`config.mk`:
```
export PLATFORM = sky130hd
export DESIGN_NAME = phy_cr_init
export DESIGN_NICKNAME = d
export VERILOG_FILES = /design/src/rtl/phy_cr_pkg.sv /design/src/rtl/phy_cr_timer.sv /design/src/rtl/phy_cr_list.sv /design/src/rtl/phy_cr_errlog.sv /design/src/rtl/phy_cr_init.sv
export SDC_FILE = /design/constraint.sdc
export NUM_CORES = 1
export LEC_CHECK = 0
export BUFFER_PORTS_ARGS = -buffer_cell sky130_fd_sc_hd__buf_2
export CELL_PAD_IN_SITES_DETAIL_PLACEMENT = 1
export CELL_PAD_IN_SITES_GLOBAL_PLACEMENT = 2
export CORE_MARGIN = 3
export CORE_UTILIZATION = 29
export DETAILED_ROUTE_END_ITERATION = 8
export PLACE_DENSITY = 0.78
export SYNTH_ARGS = -nofsm -noshare
export SYNTH_HDL_FRONTEND = slang
export SYNTH_SLANG_ARGS = --single-unit
export TNS_END_PERCENT = 10
```
`constraint.sdc`:
```
create_clock -name clk -period 2.65 [get_ports clk]
set_input_delay 0.1325 -clock clk [delete_from_list [all_inputs] [get_ports clk]]
set_output_delay 0.1325 -clock clk [all_outputs]
set_load 0.03 [all_outputs]
```
`src/rtl/phy_cr_pkg.sv`:
```
package phy_cr_pkg;
  typedef enum logic [2:0] {
    S_IDLE,
    S_SETTLE,
    S_ISSUE,
    S_WAIT_HI,
    S_WAIT_LO
  } cr_state_t;
endpackage

```
`src/rtl/phy_cr_timer.sv`:
```
module phy_cr_timer #(
  parameter int LIMIT = 10
) (
  input  logic clk,
  input  logic rst,
  input  logic clr,
  output logic expired
);
  localparam int CW = (LIMIT < 2) ? 1 : $clog2(LIMIT + 1);

  logic [CW-1:0] cnt;

  assign expired = (cnt == CW'(LIMIT - 1));

  always_ff @(posedge clk) begin
    if (rst || clr) cnt <= '0;
    else if (!expired) cnt <= cnt + 1'b1;
  end
endmodule

```
`src/rtl/phy_cr_list.sv`:
```
module phy_cr_list #(
  parameter int          NPHY   = 2,
  parameter int          NLANE  = 4,
  parameter int          AW     = 16,
  parameter int          DW     = 16,
  parameter logic [15:0] BASE   = 16'h1008,
  parameter logic [15:0] STRIDE = 16'h0100,
  parameter logic [15:0] DATA   = 16'h0E21,
  localparam int NW = NPHY * NLANE,
  localparam int IW = (NW < 2) ? 1 : $clog2(NW),
  localparam int PW = (NPHY < 2) ? 1 : $clog2(NPHY),
  localparam int LW = (NLANE < 2) ? 1 : $clog2(NLANE)
) (
  input  logic [IW-1:0] idx,
  output logic [PW-1:0] phy,
  output logic [LW-1:0] lane,
  output logic [AW-1:0] addr,
  output logic [DW-1:0] data,
  output logic          last
);
  always_comb begin
    int i;
    i    = int'(idx);
    phy  = PW'(i / NLANE);
    lane = LW'(i % NLANE);
    addr = AW'(BASE) + AW'(STRIDE) * AW'(i % NLANE);
    data = DW'(DATA);
    last = (i == NW - 1);
  end
endmodule

```
`src/rtl/phy_cr_errlog.sv`:
```
module phy_cr_errlog #(
  parameter int PW = 1,
  parameter int LW = 2
) (
  input  logic          clk,
  input  logic          rst,
  input  logic          clr,
  input  logic          hit,
  input  logic [PW-1:0] phy_i,
  input  logic [LW-1:0] lane_i,
  output logic          err_o,
  output logic [PW-1:0] phy_o,
  output logic [LW-1:0] lane_o
);
  always_ff @(posedge clk) begin
    if (rst || clr) begin
      err_o  <= 1'b0;
      phy_o  <= '0;
      lane_o <= '0;
    end else if (hit && !err_o) begin
      err_o  <= 1'b1;
      phy_o  <= phy_i;
      lane_o <= lane_i;
    end
  end

  // first failure is kept until a new run clears it
  assert_sticky_R6: assert property (@(posedge clk) disable iff (rst)
    (err_o && !clr) |=> (err_o && $stable(phy_o) && $stable(lane_o)));
endmodule

```
`src/rtl/phy_cr_init.sv`:
```
module phy_cr_init #(
  parameter int          NPHY       = 2,
  parameter int          NLANE      = 4,
  parameter int          AW         = 16,
  parameter int          DW         = 16,
  parameter int          SETTLE_CYC = 10,
  parameter int          TMO_CYC    = 500000,
  parameter logic [15:0] BASE_ADDR  = 16'h1008,
  parameter logic [15:0] LANE_STEP  = 16'h0100,
  parameter logic [15:0] INIT_DATA  = 16'h0E21,
  localparam int NW = NPHY * NLANE,
  localparam int IW = (NW < 2) ? 1 : $clog2(NW),
  localparam int PW = (NPHY < 2) ? 1 : $clog2(NPHY),
  localparam int LW = (NLANE < 2) ? 1 : $clog2(NLANE)
) (
  input  logic               clk,
  input  logic               rst,
  input  logic               start_i,
  input  logic [NPHY-1:0]    ack_i,
  output logic [NPHY-1:0]    sel_o,
  output logic [NPHY-1:0]    wen_o,
  output logic [NPHY*AW-1:0] addr_o,
  output logic [NPHY*DW-1:0] wdata_o,
  output logic               busy_o,
  output logic               done_o,
  output logic               err_o,
  output logic [PW-1:0]      err_phy_o,
  output logic [LW-1:0]      err_lane_o
);
  import phy_cr_pkg::*;

  cr_state_t     st;
  logic [IW-1:0] idx;
  logic [PW-1:0] cur_phy;
  logic [LW-1:0] cur_lane;
  logic [AW-1:0] cur_addr;
  logic [DW-1:0] cur_data;
  logic          cur_last;
  logic          ack_cur;
  logic          settle_exp, tmo_exp;
  logic          hi_exit, lo_exit, tmo_clr, err_hit, accept;

  phy_cr_list #(
    .NPHY(NPHY), .NLANE(NLANE), .AW(AW), .DW(DW),
    .BASE(BASE_ADDR), .STRIDE(LANE_STEP), .DATA(INIT_DATA)
  ) u_list (
    .idx(idx), .phy(cur_phy), .lane(cur_lane),
    .addr(cur_addr), .data(cur_data), .last(cur_last)
  );

  assign ack_cur = ack_i[cur_phy];
  assign accept  = (st == S_IDLE) && start_i;
  assign hi_exit = (st == S_WAIT_HI) && (ack_cur || tmo_exp);
  assign lo_exit = (st == S_WAIT_LO) && (!ack_cur || tmo_exp);
  assign tmo_clr = !((st == S_WAIT_HI) || (st == S_WAIT_LO)) || hi_exit;
  assign err_hit = ((st == S_WAIT_HI) && !ack_cur && tmo_exp) ||
                   ((st == S_WAIT_LO) &&  ack_cur && tmo_exp);

  phy_cr_timer #(.LIMIT(SETTLE_CYC)) u_settle (
    .clk(clk), .rst(rst), .clr(st != S_SETTLE), .expired(settle_exp)
  );

  phy_cr_timer #(.LIMIT(TMO_CYC)) u_tmo (
    .clk(clk), .rst(rst), .clr(tmo_clr), .expired(tmo_exp)
  );

  phy_cr_errlog #(.PW(PW), .LW(LW)) u_err (
    .clk(clk), .rst(rst), .clr(accept), .hit(err_hit),
    .phy_i(cur_phy), .lane_i(cur_lane),
    .err_o(err_o), .phy_o(err_phy_o), .lane_o(err_lane_o)
  );

  always_ff @(posedge clk) begin
    if (rst) begin
      st     <= S_IDLE;
      idx    <= '0;
      busy_o <= 1'b0;
      done_o <= 1'b0;
      sel_o  <= '0;
    end else begin
      done_o <= 1'b0;
      case (st)
        S_IDLE: if (start_i) begin
          st     <= S_SETTLE;
          busy_o <= 1'b1;
          sel_o  <= '1;
          idx    <= '0;
        end
        S_SETTLE:  if (settle_exp) st <= S_ISSUE;
        S_ISSUE:   st <= S_WAIT_HI;
        S_WAIT_HI: if (hi_exit) st <= S_WAIT_LO;
        S_WAIT_LO: if (lo_exit) begin
          if (cur_last) begin
            st     <= S_IDLE;
            busy_o <= 1'b0;
            done_o <= 1'b1;
          end else begin
            idx <= idx + 1'b1;
            st  <= S_ISSUE;
          end
        end
        default: st <= S_IDLE;
      endcase
    end
  end

  for (genvar p = 0; p < NPHY; p++) begin : g_port
    logic mine;
    assign mine = (cur_phy == PW'(p));
    always_ff @(posedge clk) begin
      if (rst) begin
        wen_o[p]              <= 1'b0;
        addr_o[p*AW +: AW]    <= '0;
        wdata_o[p*DW +: DW]   <= '0;
      end else if (st == S_ISSUE && mine) begin
        wen_o[p]              <= 1'b1;
        addr_o[p*AW +: AW]    <= cur_addr;
        wdata_o[p*DW +: DW]   <= cur_data;
      end else if (hi_exit && mine) begin
        wen_o[p]              <= 1'b0;
      end
    end
  end

  assert_wen_onehot_R4: assert property (@(posedge clk) disable iff (rst)
    $onehot0(wen_o));

  assert_port_stable_R3: assert property (@(posedge clk) disable iff (rst)
    (|(wen_o & $past(wen_o))) |-> ($stable(addr_o) && $stable(wdata_o)));

  assert_done_pulse_R7: assert property (@(posedge clk) disable iff (rst)
    done_o |=> !done_o);

  assert_done_idle_R7: assert property (@(posedge clk) disable iff (rst)
    done_o |-> !busy_o);

  assert_busy_from_start_R8: assert property (@(posedge clk) disable iff (rst)
    $rose(busy_o) |-> $past(start_i));

  assert_settle_quiet_R2: assert property (@(posedge clk) disable iff (rst)
    $rose(busy_o) |-> (wen_o == '0));
endmodule

```
==> metrics.txt, run 1 <==
status=finished, final reports clean; CTS sink cnt=44; n_diodes=0; final worst-path cycle share=0.916; fraction of layout cells with a size suffix above 1=0.178; hold_buf cts=0; Cells on Worst Hold Path=4; clock root buffer=clkbuf_8; required time of the critical path=about 2900 ps; Fillers=1005; Mean Syn Cell Area=8.76 um^2; post-route cell area=between 2000 and 3000 um^2; startpoint types=register; Hold Path Origin=start_i; antenna violations before repair=0; Final setup viols=0; area taken by multi-input logic gates=1270 um^2; Post-DP Area=2490 um^2; vias per inst=4.47; clk_lat worst skew=290 ps; reg-to-reg endpoint=st[0]; crit end category=register; min Tclk post-route=2430 ps; largest net degree at the start of global routing=24; clk_skew=6.85 ps; DRT Wirelength=5.11 mm; Fmax=between 0.4 and 0.5 GHz; max_slew headroom=0.574; I/O Pins=79; Nets=313; via count=1828; worst r2r path cells=5; Leak=approximately 1.1 nW; Worst Path Max Fanout=9; Num CTS Buffers=5; dpl ws=242 ps; Synth Instances=285; RR Startpoint=u_tmo.cnt[5]; Slew @ Worst Pin=634 ps; post-CTS sizing=0; commonest non-fill, non-tap cell in the layout=nor2_1; Setup CP Type=reg -> reg; vias in the first global route=1807; PD cells=522 nW/um^2; Min-Delay Path Class=in -> reg; Routed WL per cell=12.5 um; DP HPWL=3.86 mm; post-layout util=0.315; die width=between 90 and 100 um; Hold EP=idx[1]; synthesized flop and latch total=44; Tot GR Track Use=0.107; RD Place Congestion=around 0.77; Seq/Total Area, Yosys=0.353; worst setup slack after layout=222 ps; critical path arrival=2630 ps; Setup Buffers After CTS=0; unrepaired setup endpoints after global routing=false; R2R Setup Slk=220 ps; GRT overflow=0; Hold Violations, Final=0; first-pass iteration count of the detailed router=4; synth unique cells=52; htree depth=2; die area=9760 um^2; Post-Syn Area=between 2000 and 2500 um^2; Most used DFF post-synth=dfxtp_1; # rows=33; Post-synth EDFFs=0; sequential cell area=881 um^2; Starting Density=0.301; Die Height=98.8 um; ys async rst share=0; most frequent cells in the layout=nor2_1 (48), conb_1 (46), dfxtp_1 (44); drt first-iter violations=45; CTS tree=yes; Final Max Slew Viols=0; area grow syn2layout=4.76%; overall power=1.36 mW; DRC=0; global-route wire length before repair=8.57 mm; clk buf depth=2; max cap viols=0; Antenna Nets Post-Route=0; port bufs=32; worst vdd ir=162 uV; area of the core=a little over 8000 um^2; setup TNS=0 ps; CTS clock-pin slew for the worst setup and hold paths=80 ps; Yosys warning total=0
synth_stat cells, types with 2 or more instances:
cell	n	area (um^2)
nor2_1	48	180
o21ai_0	4	20.0
or4_1	2	15.0
buf_4	61	458
a41oi_1	3	26.3
clkbuf_1	6	22.5
o211ai_1	2	15.0
nand4_1	5	31.3
nor3b_1	3	22.5
nand2_1	12	45.0
a21oi_1	2	10.0
and3_1	3	18.8
nor2b_1	2	12.5
nand2b_1	2	12.5
mux2i_1	9	90.1
xor2_1	11	96.3
nand3_1	7	35.0
a21o_1	2	15.0
dfxtp_1	44	881
a31oi_1	2	12.5
buf_6	2	22.5
a311oi_1	2	17.5
nand3b_1	2	15.0
inv_1	4	15.0
a211oi_1	3	22.5
ha_1	5	62.6
or2_2	2	12.5
xnor2_1	8	70.1
nor3_1	4	20.0
cells by family (layout without fill, tap and decap cells):
logic type,count (synthesis),count (layout),synth area share
xor+xnor,19,19,0.0667
mux,9,9,0.0361
flops,44,44,0.353
simple gates,105,105,0.221
buf+inv,73,47,0.208
fa+ha+maj,5,5,0.0251
compound gates,29,29,0.0897
other cells,1,46,0.00150
worst max-delay path by stage:
| stage | startpoint | to | depth (start not counted) |
|---|---|---|---|
| 5_1_grt | u_tmo.cnt[5] | idx[2] | 5 |
| 3_5_place_dp | u_tmo.cnt[5] | st[0] | 5 |
| 6_report | u_tmo.cnt[5] | st[0] | 5 |
| 4_1_cts | u_tmo.cnt[5] | st[0] | 5 |
| 3_3_place_gp | u_tmo.cnt[5] | st[0] | 5 |
| 2_1_floorplan | u_tmo.cnt[5] | u_tmo.cnt[15] | 8 |
layout make-up:
type / instances / area share
Multi-Input combinational cell: 213 / 0.484
Sequential cell: 44 / 0.337
Timing Repair Buffer: 35 / 0.0746
Tap cell: 105 / 0.0502
Clock buffer: 7 / 0.0368
Clock inverter: 1 / 0.0115
Inverter: 4 / 0.00574
registers in the layout, indices dropped and copies added, names as in the netlist:
name	flops
u_err.phy_o	1
done_o	1
st	3
u_err.err_o	1
sel_o	1
busy_o	1
addr_o	6
idx	3
wen_o	2
u_err.lane_o	2
u_settle.cnt	4
u_tmo.cnt	19
power breakdown:
part / switching [mW] / leakage [nW] / internal, mW
Sequential: 0.00661 / 0.355 / 0.665
Combinational: 0.115 / 0.649 / 0.0147
Clock: 0.230 / 0.0645 / 0.333
Total: 0.351 / 1.07 / 1.01
through the flow:
| step | cells | hold slack, ps |
|---|---|---|
| after floorplan | 330 | 330 |
| after global placement | 401 | 471 |
| after detailed placement | 401 | 482 |
| after CTS | 409 | 235 |
| after global routing | 409 | 261 |
| final | 409 | 234 |
layer usage:
| metal | global-route usage | up-vias | wire (um) |
|---|---|---|---|
| met5 | 0 | - | 0 |
| li1 | - | 894 | - |
| met4 | 0.0326 | 0 | 57 |
| met1 | 0.132 | 885 | 2290 |
| met2 | 0.183 | 42 | 2530 |
| met3 | 0.0283 | 7 | 238 |
critical path, stage by stage, from the launching register on:
cell and delay (ps):
dfxtp_1 360, or4_1 520, or4_1 710, o21bai_2 380
nor2_1 100, a2111oi_2 270
Power figures use the tool's default switching activity.
==> run 2, diff against run 1 <==
ABC_AREA = 1   (was default)
CORE_UTILIZATION = 28   (was 29)
PLACE_DENSITY = 0.79   (was 0.78)
==> metrics.txt, run 2 <==
Min-Delay Path Class=in -> reg (unchanged); Hold EP=addr_o[24] (was idx[1]); max reg flops=19 (unchanged); DRT Wirelength=5.35 mm (was 5.11 mm); register with the most flip-flops=u_tmo.cnt (unchanged); # rows=33 (unchanged); Seq/Total Area, Yosys=0.350 (was 0.353); Tot GR Track Use=0.108 (was 0.107); Post-Syn Area=2510 um^2 (was 2500 um^2); synth top area cells=dfxtp_1 (35%), buf_4 (18%), nand2_1 (8.1%) (was dfxtp_1 (35%), buf_4 (18%), nor2_1 (7.2%)); CP Cell Sequence=ha_1, nand3_2, nor2_2, nand3_4, nand2_1, nand2_2, nand2_2, inv_2, o21ai_0, a21oi_1 (was or4_1, or4_1, o21bai_2, nor2_1, a2111oi_2); Num CTS Buffers=5 (unchanged); synth unique cells=31 (was 52); min Tclk post-route=1880 ps (was 2430 ps); Antenna Nets Post-Route=0 (unchanged); Fillers=1068 (was 1005); Final Non-Filler Cells=469 (was 409); Yosys top cell by area=dfxtp_1 (unchanged); max cap viols=0 (unchanged); CP max stage delay=370 ps (was 710 ps); area taken by multi-input logic gates=1210 um^2 (was 1270 um^2); Die Height=101 um (was 98.8 um); ys async rst share=0 (unchanged); clock root buffer=clkbuf_8 (unchanged); Yosys warning total=0 (unchanged); most frequent cells in the layout=nand2_1 (54), conb_1 (46), dfxtp_1 (44) (was nor2_1 (48), conb_1 (46), dfxtp_1 (44)); Cells on Worst Hold Path=2 (was 4); die area=10200 um^2 (was 9760 um^2); hold_buf cts=0 (unchanged); drt first-iter violations=46 (was 45); R2R Setup Slk=770 ps (was 220 ps); worst r2r path cells=10 (was 5); area of the core=8460 um^2 (was 8300 um^2); via count=1997 (was 1828); die width=101 um (was 98.8 um); complex-gate fraction of the synthesized area=0.0946 (was 0.0897); crit end category=register (unchanged); worst vdd ir=216 uV (was 162 uV); max_slew headroom=0.466 (was 0.574); CTS tree=yes (unchanged); Starting Density=0.297 (was 0.301); RR Startpoint=u_tmo.cnt[0] (was u_tmo.cnt[5]); Synth Area in Simple Gates=0.266 (was 0.221); PD cells=567 nW/um^2 (was 522 nW/um^2); fraction of layout cells with a size suffix above 1=0.168 (was 0.178); DRC=0 (unchanged); Largest regs=u_tmo.cnt (19), addr_o (6), u_settle.cnt (4) (unchanged); startpoint types=register (unchanged); Final setup viols=0 (unchanged); post-CTS sizing=0 (unchanged); port bufs=32 (unchanged); Leak=1.18 nW (was 1.07 nW); Setup CP Type=reg -> reg (unchanged); first-pass iteration count of the detailed router=4 (unchanged); Final Max Slew Viols=0 (unchanged); global-route wire length before repair=8.96 mm (was 8.57 mm); Mean Syn Cell Area=7.37 um^2 (was 8.76 um^2); reg-to-reg endpoint=u_tmo.cnt[9] (was st[0]); GRT overflow=0 (unchanged); unrepaired setup endpoints after global routing=false (unchanged); vias in the first global route=1872 (was 1807); mux cell area share after synthesis=0 (was 0.0361); Most used DFF post-synth=dfxtp_1 (unchanged); worst path bufs/invs=1 (was 0); critical path arrival=2060 ps (was 2630 ps); RD Place Congestion=0.793 (was 0.774); largest family of logic cells by synthesized area=simple AND/OR/NAND/NOR gates (unchanged); Nets=373 (was 313); final worst-path cycle share=0.710 (was 0.916); setup TNS=0 ps (unchanged); most common cell in the netlist=buf_4 (unchanged); clk buf depth=2 (unchanged); placed cells=461 (was 401); Post-synth EDFFs=0 (unchanged); Synth Area in XOR/XNOR=0.0279 (was 0.0667); clk_skew=7.71 ps (was 6.85 ps); status=finished, final reports clean (unchanged); commonest non-fill, non-tap cell in the layout=nand2_1 (was nor2_1); n_diodes=0 (unchanged); DP HPWL=4.29 mm (was 3.86 mm); antenna violations before repair=0 (unchanged); Most common cell on crit path=nand2_2 (was or4_1); Slew @ Worst Pin=793 ps (was 634 ps); required time of the critical path=2830 ps (was 2850 ps); synthesized flop and latch total=44 (unchanged); post-route cell area=2620 um^2 (about the same); Hold Path Origin=rst (was start_i); share of the synthesized area in the top cell type=0.350 (was 0.353); CTS clock-pin slew for the worst setup and hold paths=90 ps (was 80 ps); htree depth=2 (unchanged); post-synthesis adder-cell area fraction=0.0249 (was 0.0251); I/O Pins=79 (unchanged); sequential cell area=881 um^2 (unchanged); Synth Instances=341 (was 285); Fmax=0.531 GHz (was 0.412 GHz); synth cell count leaders=buf_4 (59), nand2_1 (54), dfxtp_1 (44) (was buf_4 (61), nor2_1 (48), dfxtp_1 (44)); vias per inst=4.26 (was 4.47); clk_lat worst skew=290 ps (about the same); Worst Path Max Fanout=15 (was 9); Routed WL per cell=11.4 um (was 12.5 um); Hold Violations, Final=0 (unchanged); area grow syn2layout=4.23% (was 4.76%); Max stage delay cell, worst path=dfxtp_1 (was or4_1); Setup Buffers After CTS=0 (unchanged); largest net degree at the start of global routing=17 (was 24); largest delay contributor family on the critical path=simple AND/OR/NAND/NOR gates (unchanged); CTS sink cnt=44 (unchanged); Post-DP Area=2510 um^2 (was 2490 um^2)
-- run 2: metrics by stage --
step	utilization	hold slack (ps)	setup WS, ps	total power, mW
global placement	0.297	439	830	0.992
detailed placement	0.297	442	753	0.995
floorplan	-	337	1150	1.01
global route	0.310	227	524	1.56
CTS	0.310	215	735	1.51
finish	0.310	228	768	1.48
-- run 2: final cells by class --
class                           count  share of cell area
Multi-Input combinational cell    246               0.463
Sequential cell                    44               0.336
Timing Repair Buffer               32              0.0611
Tap cell                          105              0.0501
Inverter                           34              0.0487
Clock buffer                        6              0.0277
Clock inverter                      2              0.0134
-- run 2: kinds of logic (layout without fill, tap and decap cells) --
| logic type | after synthesis | count (layout) |
|---|---|---|
| flops | 44 | 44 |
| simple gates | 142 | 142 |
| buf+inv | 96 | 74 |
| compound gates | 45 | 45 |
| fa+ha+maj | 5 | 5 |
| other cells | 1 | 46 |
| xor+xnor | 8 | 8 |
-- run 2: metal layers --
layer | global-route usage | part of all wire | wire (um) | up-vias
li1 | - | - | - | 1028
met3 | 0.0166 | 0.055 | 295 | 5
met5 | 0 | 0 | 0 | -
met2 | 0.169 | 0.44 | 2350 | 61
met4 | 0.0311 | 0.011 | 58 | 0
met1 | 0.154 | 0.49 | 2640 | 903
-- run 2: power breakdown --
| part | leakage [nW] | switching [mW] | internal (mW) |
|---|---|---|---|
| registers | 0.356 | 0.0244 | 0.682 |
| clock network | 0.0552 | 0.226 | 0.280 |
| logic | 0.769 | 0.219 | 0.0536 |
-- run 2: how the worst max path moves through the flow --
stage	start	end	cells after the start
floorplan	u_tmo.cnt[0]	u_tmo.cnt[11]	9
global route	u_tmo.cnt[0]	u_tmo.cnt[4]	10
finish	u_tmo.cnt[0]	u_tmo.cnt[9]	10
detailed placement	u_tmo.cnt[0]	u_tmo.cnt[9]	10
global placement	u_tmo.cnt[0]	u_tmo.cnt[12]	10
CTS	u_tmo.cnt[0]	u_tmo.cnt[9]	10
==> run 3, diff against run 2 <==
ABC_AREA = 0   (was 1)
CORE_UTILIZATION = 29   (was 28)
PLACE_DENSITY = 0.78   (was 0.79)
clock period = 1.96 ns   (was 2.65 ns; I/O delays follow)
==> metrics.txt, run 3 (synthesis results as in run 1) <==
status=finished with violations (was finished, final reports clean); failing checks=setup timing; max reg flops=19 (unchanged); CTS clock-pin slew for the worst setup and hold paths=90 ps (about the same); unrepaired setup endpoints after global routing=true (was false); min Tclk post-route=2230 ps (was 1880 ps); drt first-iter violations=29 (was 46); area grow syn2layout=11.0% (was 4.23%); crit end category=register (unchanged); Final Max Slew Viols=0 (unchanged); DRC=0 (unchanged); DRT Wirelength=5.19 mm (was 5.35 mm); Worst Path Max Fanout=7 (was 15); first-pass iteration count of the detailed router=4 (unchanged); Routed WL per cell=12.0 um (was 11.4 um); # rows=33 (unchanged); antenna violations before repair=0 (unchanged); htree depth=2 (unchanged); vias in the first global route=1757 (was 1872); most frequent cells in the layout=nor2_1 (48), conb_1 (46), dfxtp_1 (43) (was nand2_1 (54), conb_1 (46), dfxtp_1 (44)); n_diodes=0 (unchanged); register with the most flip-flops=u_tmo.cnt (unchanged); worst setup slack after layout=-267 ps (was 768 ps); PD cells=615 nW/um^2 (was 567 nW/um^2); required time of the critical path=2200 ps (was 2830 ps); dpl ws=-306 ps (was 753 ps); RD Place Congestion=0.743 (was 0.793); overall power=1.71 mW (was 1.48 mW); Largest regs=u_tmo.cnt (19), addr_o (6), u_settle.cnt (4) (unchanged); area of the core=8300 um^2 (was 8460 um^2); Min Hold Slack=200 ps (was 228 ps); Num CTS Buffers=5 (unchanged); final worst-path cycle share=1.14 (was 0.710); I/O Pins=79 (unchanged); vias per inst=4.29 (was 4.26); Nets=336 (was 373); startpoint types=register (unchanged); clock root buffer=clkbuf_8 (unchanged); Fmax=0.449 GHz (was 0.531 GHz); Min-Delay Path Class=in -> reg (unchanged); Tot GR Track Use=0.106 (was 0.108); GRT overflow=0 (unchanged); die width=98.8 um (was 101 um); Starting Density=0.301 (was 0.297); worst vdd ir=253 uV (was 216 uV); post-route cell area=2770 um^2 (was 2620 um^2); port bufs=32 (unchanged); Die Height=98.8 um (was 101 um); commonest non-fill, non-tap cell in the layout=nor2_1 (was nand2_1); DP HPWL=3.95 mm (was 4.29 mm); fraction of layout cells with a size suffix above 1=0.248 (was 0.168); via count=1852 (was 1997); CTS tree=yes (unchanged); Hold Violations, Final=0 (unchanged); clk_skew=10.8 ps (was 7.71 ps); Final Non-Filler Cells=432 (was 469); post-layout util=0.334 (was 0.310); clk_lat worst skew=300 ps (was 290 ps); CTS sink cnt=44 (unchanged); Final setup viols=33 (was 0); largest net degree at the start of global routing=24 (was 17); hold_buf cts=0 (unchanged); Leak=1.17 nW (was 1.18 nW); clk buf depth=2 (unchanged); setup TNS=-5740 ps (was 0 ps); placed cells=424 (was 461); Antenna Nets Post-Route=0 (unchanged); Post-DP Area=2660 um^2 (was 2510 um^2); max cap viols=0 (unchanged); critical path arrival=2470 ps (was 2060 ps); die area=9760 um^2 (was 10200 um^2); global-route wire length before repair=8.47 mm (was 8.96 mm); Setup CP Type=reg -> reg (unchanged)
==> run 3: path summary, 6_finish.rpt <==
check | start | end | slack (ps) | depth (start not counted)
min reg2reg | wen_o[0] | wen_o[0] | 500 | 2
max reg2reg | u_tmo.cnt[5] | u_tmo.cnt[2] | -270 | 6
min | start_i | idx[1] | 200 | 4
max | u_tmo.cnt[5] | u_tmo.cnt[2] | -270 | 6
==> run 3: final cells by class <==
class                           instances  area, um^2
Multi-Input combinational cell        213        1280
Sequential cell                        44         882
Timing Repair Buffer                   58         368
Fill cell                            1019        5530
Tap cell                              105         131
Inverter                                4        15.0
Clock inverter                          1        7.51
Clock buffer                            7        86.3
==> run 3: critical path, stage by stage, from the launching register on <==
cell     delay, ps
dfxtp_1        310
or4_1          510
or4_4          620
buf_4          170
or2_4          290
and3_4         190
nor3_2          80
==> run 3: power breakdown <==
part | switching, mW | internal, mW | leakage [nW]
Sequential | 0.00477 | 0.900 | 0.356
Clock | 0.329 | 0.287 | 0.0445
Combinational | 0.160 | 0.0243 | 0.775
Total | 0.494 | 1.21 | 1.17
==> run 3: per-layer routing <==
metal  wire length, um  global-route usage  up-vias
li1                  -                   -      937
met1              2370               0.134      862
met2              2500               0.176       46
met3               260              0.0262        7
met4                53              0.0347        0
met5                 0                   0        -
==> run 3: what timing repair did <==
action	4_1_cts	5_1_grt
pin swaps	7	4
endpoints found under the setup margin	33	33
hold endpoints to repair	0	0
resized for setup	3	2
buffers inserted	0	1
